$ cat src/rtl/vxm_pkg.sv
`timescale 1ns/1ps
package vxm_pkg;
  localparam int OPW    = 8;            // operand width
  localparam int PW     = 2 * OPW;      // product width
  localparam int NCOL   = 2 * OPW - 1;  // columns that hold partial products
  localparam int MAXCNT = 7;            // widest counter in the library
  localparam int CNTW   = 3;            // counter output width

  typedef logic [CNTW-1:0] cnt3_t;

  // lowest row index i that contributes to column k
  function automatic int col_lo(input int k);
    return (k > OPW - 1) ? k - (OPW - 1) : 0;
  endfunction

  // number of partial products that land in column k
  function automatic int col_height(input int k);
    int hi;
    hi = (k < OPW - 1) ? k : OPW - 1;
    return hi - col_lo(k) + 1;
  endfunction
endpackage

$ cat src/rtl/mul_bit_adder.sv
`timescale 1ns/1ps
// Adds one to three single-bit inputs into a 2-bit count (wire, half or full adder).
module mul_bit_adder #(
  parameter int N = 3
) (
  input  logic [N-1:0] x,
  output logic [1:0]   s
);
  if (N == 1) begin : g_one
    assign s = {1'b0, x[0]};
  end else if (N == 2) begin : g_half
    assign s = {x[0] & x[1], x[0] ^ x[1]};
  end else begin : g_full
    assign s = {(x[0] & x[1]) | (x[2] & (x[0] ^ x[1])), ^x};
  end
endmodule

$ cat src/rtl/mul_cla3.sv
`timescale 1ns/1ps
// 3-bit adder with lookahead carries; the sum never exceeds 7 where it is used.
module mul_cla3 (
  input  logic [2:0] a,
  input  logic [2:0] b,
  output logic [2:0] s
);
  logic [2:0] g, p, c;
  assign g = a & b;
  assign p = a ^ b;
  assign c = {g[1] | (p[1] & g[0]), g[0], 1'b0};
  assign s = p ^ c;
endmodule

$ cat src/rtl/mul_ones_counter.sv
`timescale 1ns/1ps
// N-input counter of ones (N = 1..7), output is the binary count.
module mul_ones_counter
  import vxm_pkg::*;
#(
  parameter int N = 4
) (
  input  logic [N-1:0] x,
  output cnt3_t        cnt
);
  if (N <= 3) begin : g_small
    logic [1:0] s;
    mul_bit_adder #(.N(N)) u_add (.x(x), .s(s));
    assign cnt = {1'b0, s};
  end else if (N <= 6) begin : g_pair
    localparam int NA = (N + 1) / 2;
    localparam int NB = N - NA;
    logic [1:0] sa, sb;
    mul_bit_adder #(.N(NA)) u_lo (.x(x[NA-1:0]), .s(sa));
    mul_bit_adder #(.N(NB)) u_hi (.x(x[N-1:NA]), .s(sb));
    mul_cla3 u_merge (.a({1'b0, sa}), .b({1'b0, sb}), .s(cnt));
  end else begin : g_seven
    // a 4-input counter plus a full adder, merged by the lookahead adder
    logic [1:0] q0, q1, sf;
    cnt3_t      c4;
    mul_bit_adder #(.N(2)) u_q0 (.x(x[1:0]), .s(q0));
    mul_bit_adder #(.N(2)) u_q1 (.x(x[3:2]), .s(q1));
    mul_cla3 u_four (.a({1'b0, q0}), .b({1'b0, q1}), .s(c4));
    mul_bit_adder #(.N(3)) u_fa (.x(x[6:4]), .s(sf));
    mul_cla3 u_merge (.a(c4), .b({1'b0, sf}), .s(cnt));
  end
endmodule

$ cat src/rtl/vx_counter_mult.sv
`timescale 1ns/1ps
module vx_counter_mult
  import vxm_pkg::*;
#(
  parameter bit REG_OUT = 1'b1
) (
  input  logic          clk,
  input  logic          rst,
  input  logic          in_valid,
  input  logic [OPW-1:0] op_a,
  input  logic [OPW-1:0] op_b,
  output logic [PW-1:0] prod,
  output logic          prod_valid
);
  // stage-one outputs split by weight, plus the term that skips stage one
  logic [PW-1:0] s1_w0, s1_b1, s1_b2, skip;
  logic [PW-1:0] s1_w1, s1_w2;
  logic [PW-1:0] r0, r1, r2;
  logic [PW-1:0] sum;

  for (genvar k = 0; k < NCOL; k++) begin : g_col
    localparam int LO = col_lo(k);
    localparam int H  = col_height(k);
    localparam int CW = (H > MAXCNT) ? MAXCNT : H;
    logic [OPW-1:0] terms;
    cnt3_t          c;
    for (genvar n = 0; n < OPW; n++) begin : g_pp
      if (n < H) begin : g_on
        assign terms[n] = op_a[LO+n] & op_b[k-LO-n];
      end else begin : g_off
        assign terms[n] = 1'b0;
      end
    end
    mul_ones_counter #(.N(CW)) u_cnt (.x(terms[CW-1:0]), .cnt(c));
    assign s1_w0[k] = c[0];
    assign s1_b1[k] = c[1];
    assign s1_b2[k] = c[2];
    if (H > MAXCNT) begin : g_skip
      assign skip[k] = terms[MAXCNT];
    end else begin : g_noskip
      assign skip[k] = 1'b0;
    end
  end
  assign s1_w0[PW-1] = 1'b0;
  assign s1_b1[PW-1] = 1'b0;
  assign s1_b2[PW-1] = 1'b0;
  assign skip[PW-1]  = 1'b0;

  // move weight-2 and weight-4 bits into the columns they belong to
  assign s1_w1 = {s1_b1[PW-2:0], 1'b0};
  assign s1_w2 = {s1_b2[PW-3:0], 2'b00};

  for (genvar k = 0; k < PW; k++) begin : g_st2
    cnt3_t c2;
    mul_ones_counter #(.N(4)) u_cnt (
      .x  ({skip[k], s1_w0[k], s1_w1[k], s1_w2[k]}),
      .cnt(c2)
    );
    assign r0[k] = c2[0];
    assign r1[k] = c2[1];
    assign r2[k] = c2[2];
  end

  // final addition; anything beyond bit PW-1 is dropped
  assign sum = r0 + {r1[PW-2:0], 1'b0} + {r2[PW-3:0], 2'b00};

  if (REG_OUT) begin : g_reg
    always_ff @(posedge clk) begin
      if (rst) begin
        prod       <= '0;
        prod_valid <= 1'b0;
      end else begin
        prod       <= sum;
        prod_valid <= in_valid;
      end
    end
  end else begin : g_comb
    assign prod       = sum;
    assign prod_valid = in_valid;
  end
endmodule

$ cat config.mk
export PLATFORM = sky130hd
export DESIGN_NAME = vx_counter_mult
export DESIGN_NICKNAME = d
export VERILOG_FILES = /design/src/rtl/vxm_pkg.sv /design/src/rtl/mul_bit_adder.sv /design/src/rtl/mul_cla3.sv /design/src/rtl/mul_ones_counter.sv /design/src/rtl/vx_counter_mult.sv
export SDC_FILE = /design/constraint.sdc
export NUM_CORES = 1
export LEC_CHECK = 0
export BUFFER_PORTS_ARGS = -buffer_cell sky130_fd_sc_hd__buf_2
export CORE_UTILIZATION = 60
export DETAILED_ROUTE_END_ITERATION = 10
export PLACE_DENSITY = 0.82
export SLEW_MARGIN = 5
export SYNTH_ARGS = -nofsm -noshare
export SYNTH_HDL_FRONTEND = slang
export SYNTH_SLANG_ARGS = --single-unit
$ cat constraint.sdc
create_clock -name clk -period 9.9 [get_ports clk]
set_input_delay 1.98 -clock clk [delete_from_list [all_inputs] [get_ports clk]]
set_output_delay 1.98 -clock clk [all_outputs]
set_load 0.01 [all_outputs]
==> results.py <==
metrics = {
    "synth": {
        "synthesis.yosys.warnings": 0,
        "ys_ff_latch": 17,
        "avgSynthCellArea_sq_um": 9.42,
        "yosysSeqAreaShare_pct": 11.3,
        "netlist-cell-type-count": 33,
        "syn_nets": 449,
        "synthCells": 320,
        "syn-cell-area_sq_um": 3010,
    },
    "drt": {
        "dr_wl_met2_microns": 2780,
        "dr.max_layer_used": "met4",
        "dr.pass1.iters": 4,
        "wl_per_cell_microns": 12.9,
        "viasPerCell": 5.30,
        "vias": 2247,
        "drt-total-wl_microns": 5480,
        "ant_nets": 0,
        "first_iter_violations": 48,
        "met3_length_microns": 140,
        "remaining_drc_errors": 0,
        "met1Wirelength_microns": 2350,
    },
    "global_routing": {
        "grt_pass1_vias": 2256,
        "grt_usage_pct": 23.1,
        "grt_pass1_wl_microns": 9380,
        "grt_overflow": 0,
        "grt_max_degree": 19,
        "antenna_found_initial": 0,
    },
    "power_and_ir_drop": {
        "ir_drop_mv": 0.0867,
        "switchingPower_mw": 0.265,
        "p_sw_share_pct": 46.4,
        "p_int_mw": 0.306,
        "p_comb_share_pct": 74.8,
        "p_seq_share_pct": 16.2,
        "p_leak_nw": 1.97,
        "powerDensity_nw_per_um2": 173,
        "clock_power_share_pct": 8.9,
        "finalPower_mw": 0.572,
    },
    "timing": {
        "worst_pin_slew_ps": 466,
        "fmax_ghz": 0.158,
        "rsz0062_at_grt": "no",
        "maxSlewHeadroom_pct": 68.7,
        "hold_violations": 0,
        "fin_setup_tns_ps": 0,
        "worst_hold_slack_ps": 1940,
        "slew_violations": 0,
        "setup_viol": 0,
        "period_needed_ps": 6320,
        "fin_crit_sh_pct": 63.8,
    },
    "status": {
        "status": "complete, no violations",
    },
    "clocking": {
        "clockBufferDepth": 2,
        "cts_sinks": 17,
        "cts_made_buffers": 3,
        "postCtsHoldBufs": 0,
        "post_cts_resized": 0,
        "htreeDepth": 1,
        "clk_pin_slew_ps": 70,
        "post_cts_buffers": 0,
        "tritoncts": "yes",
        "root_buffer": "clkbuf_8",
    },
    "setup_path": {
        "endpoint": "prod[15]",
        "worstPathRequired_ps": 10080,
        "cp-startpoint": "op_b[7]",
        "critPathKind": "in -> reg",
        "cp_max_fo": 8,
        "critical_path.endpoint_type": "flip-flop",
        "cp_data_arrival_time_ps": 6500,
        "start_kind": "primary input",
    },
    "layout": {
        "final_nets": 487,
        "final_area_sq_um": 3310,
        "final_cells": 424,
        "insertedDiodeCount": 0,
        "layout_common_cells": "74 x ha_1, 55 x inv_1, 36 x and2_1, 36 x fa_1, 35 x buf_2",
        "layout_commonest_cell": "ha_1",
        "fillers": 383,
        "layout-drive-gt1-share_pct": 12.3,
        "synthToLayoutAreaGrowth_pct": 9.84,
    },
    "floorplanning": {
        "die_height_microns": 72.9,
        "core_sq_um": 4790,
        "die_w_microns": 72.9,
        "fp-row-count": 25,
        "die_area_sq_um": 5310,
        "initial_utilization_pct": 63.0,
        "io_pins": 36,
    },
    "placed_design": {
        "gp_congestion": 0.860,
        "numPortBuffers": 35,
        "place_area_sq_um": 3260,
        "dp.cells": 420,
        "place_hpwl_microns": 4800,
    },
    "min_path": {
        "hold_class": "in -> reg",
    },
    "flow_run": {
        "cap_violations": 0,
    },
}
-- cell usage after synthesis --
cell type,number,area share (%)
a211o_1,1,0.29
a211oi_1,4,1.0
a21boi_1,1,0.25
a21o_1,9,2.2
a21o_2,2,0.58
a21oi_1,6,1.0
a311oi_1,1,0.29
a31oi_1,1,0.21
and2_1,36,7.5
and3_2,1,0.25
buf_2,1,0.17
clkbuf_1,1,0.12
dfxtp_1,17,11
fa_1,36,24
ha_1,74,31
inv_1,55,6.8
nand2_1,28,3.5
nand3_1,4,0.66
nand4_1,1,0.21
nor2_1,11,1.4
nor2b_1,6,1.2
nor3_1,1,0.17
o211a_1,1,0.33
o211ai_1,1,0.25
o21a_1,1,0.25
o21ai_0,2,0.33
o21ai_2,1,0.29
o21bai_1,3,0.75
o2bb2ai_1,1,0.29
or2b_2,1,0.29
or4_1,1,0.25
xnor2_1,7,2.0
xor2_1,4,1.2
-- layer usage --
layer / track usage (%) / up-vias
li1: - / 1097
met1: 28.1 / 1073
met2: 40.6 / 58
met3: 1.80 / 19
met4: 12.9 / 0
met5: 0 / -
-- cell type report --
cell class	count	area (sq um)	share of cell area, %
inverters	55	206	6.24
clock inverters	1	5.00	0.151
multi-input cells	246	2460	74.3
clock buffers	3	41.3	1.25
repair buffers	35	175	5.29
flip-flops and latches	17	340	10.3
well taps	67	83.8	2.53
-- registers in the layout, indices dropped and copies added (netlist names) --
name,count
prod,16
prod_valid,1
-- stage by stage --
step | worst slack, ps | utilization, %
2_1_floorplan | 3700 | -
5_1_grt | 3360 | 69.2
3_5_place_dp | 3340 | 68.2
3_3_place_gp | 3450 | 68.2
4_1_cts | 3590 | 69.2
6_report | 3580 | 69.2
-- power groups by stage --
stage	Combinational (mW)	Sequential, mW	Clock [mW]
final	0.428	0.0929	0.0510
after global routing	0.489	0.0955	0.0552
after CTS	0.433	0.0932	0.0508
after detailed placement	0.426	0.0947	0
after global placement	0.415	0.0943	0
after floorplan	0.319	0.106	0
-- critical path: stages --
cell and delay (ps):
buf_2 150, and2_1 170, ha_1 310, ha_1 220
fa_1 470, fa_1 450, xor2_1 270, inv_1 110
fa_1 540, inv_1 50, ha_1 190, a21o_1 160
ha_1 380, a21o_1 170, a31oi_1 130, o2bb2ai_1 170
or4_1 500, o21ai_0 80
-- worst min-delay path by stage --
stage / from / to / slack [ps] / cells past startpoint
after floorplan: rst / prod[1] / 2050 / 1
after global placement: in_valid / prod_valid / 2190 / 2
after detailed placement: in_valid / prod_valid / 2210 / 2
after CTS: in_valid / prod_valid / 1950 / 2
after global routing: in_valid / prod_valid / 1940 / 2
final: in_valid / prod_valid / 1940 / 2
-- cell families (layout without fill, tap and decap cells) --
| kind of cell | after synthesis | after routing | share of synthesized area, % |
|---|---|---|---|
| flip-flops | 17 | 17 | 11.3 |
| adder cells (fa/ha/maj) | 110 | 110 | 54.6 |
| XOR/XNOR | 11 | 11 | 3.20 |
| AND/OR/NAND/NOR | 90 | 90 | 15.4 |
| AO/OA/AOI/OAI | 35 | 35 | 8.34 |
| buffers and inverters | 57 | 94 | 7.14 |
No activity file was read; power rests on OpenSTA's default activity.
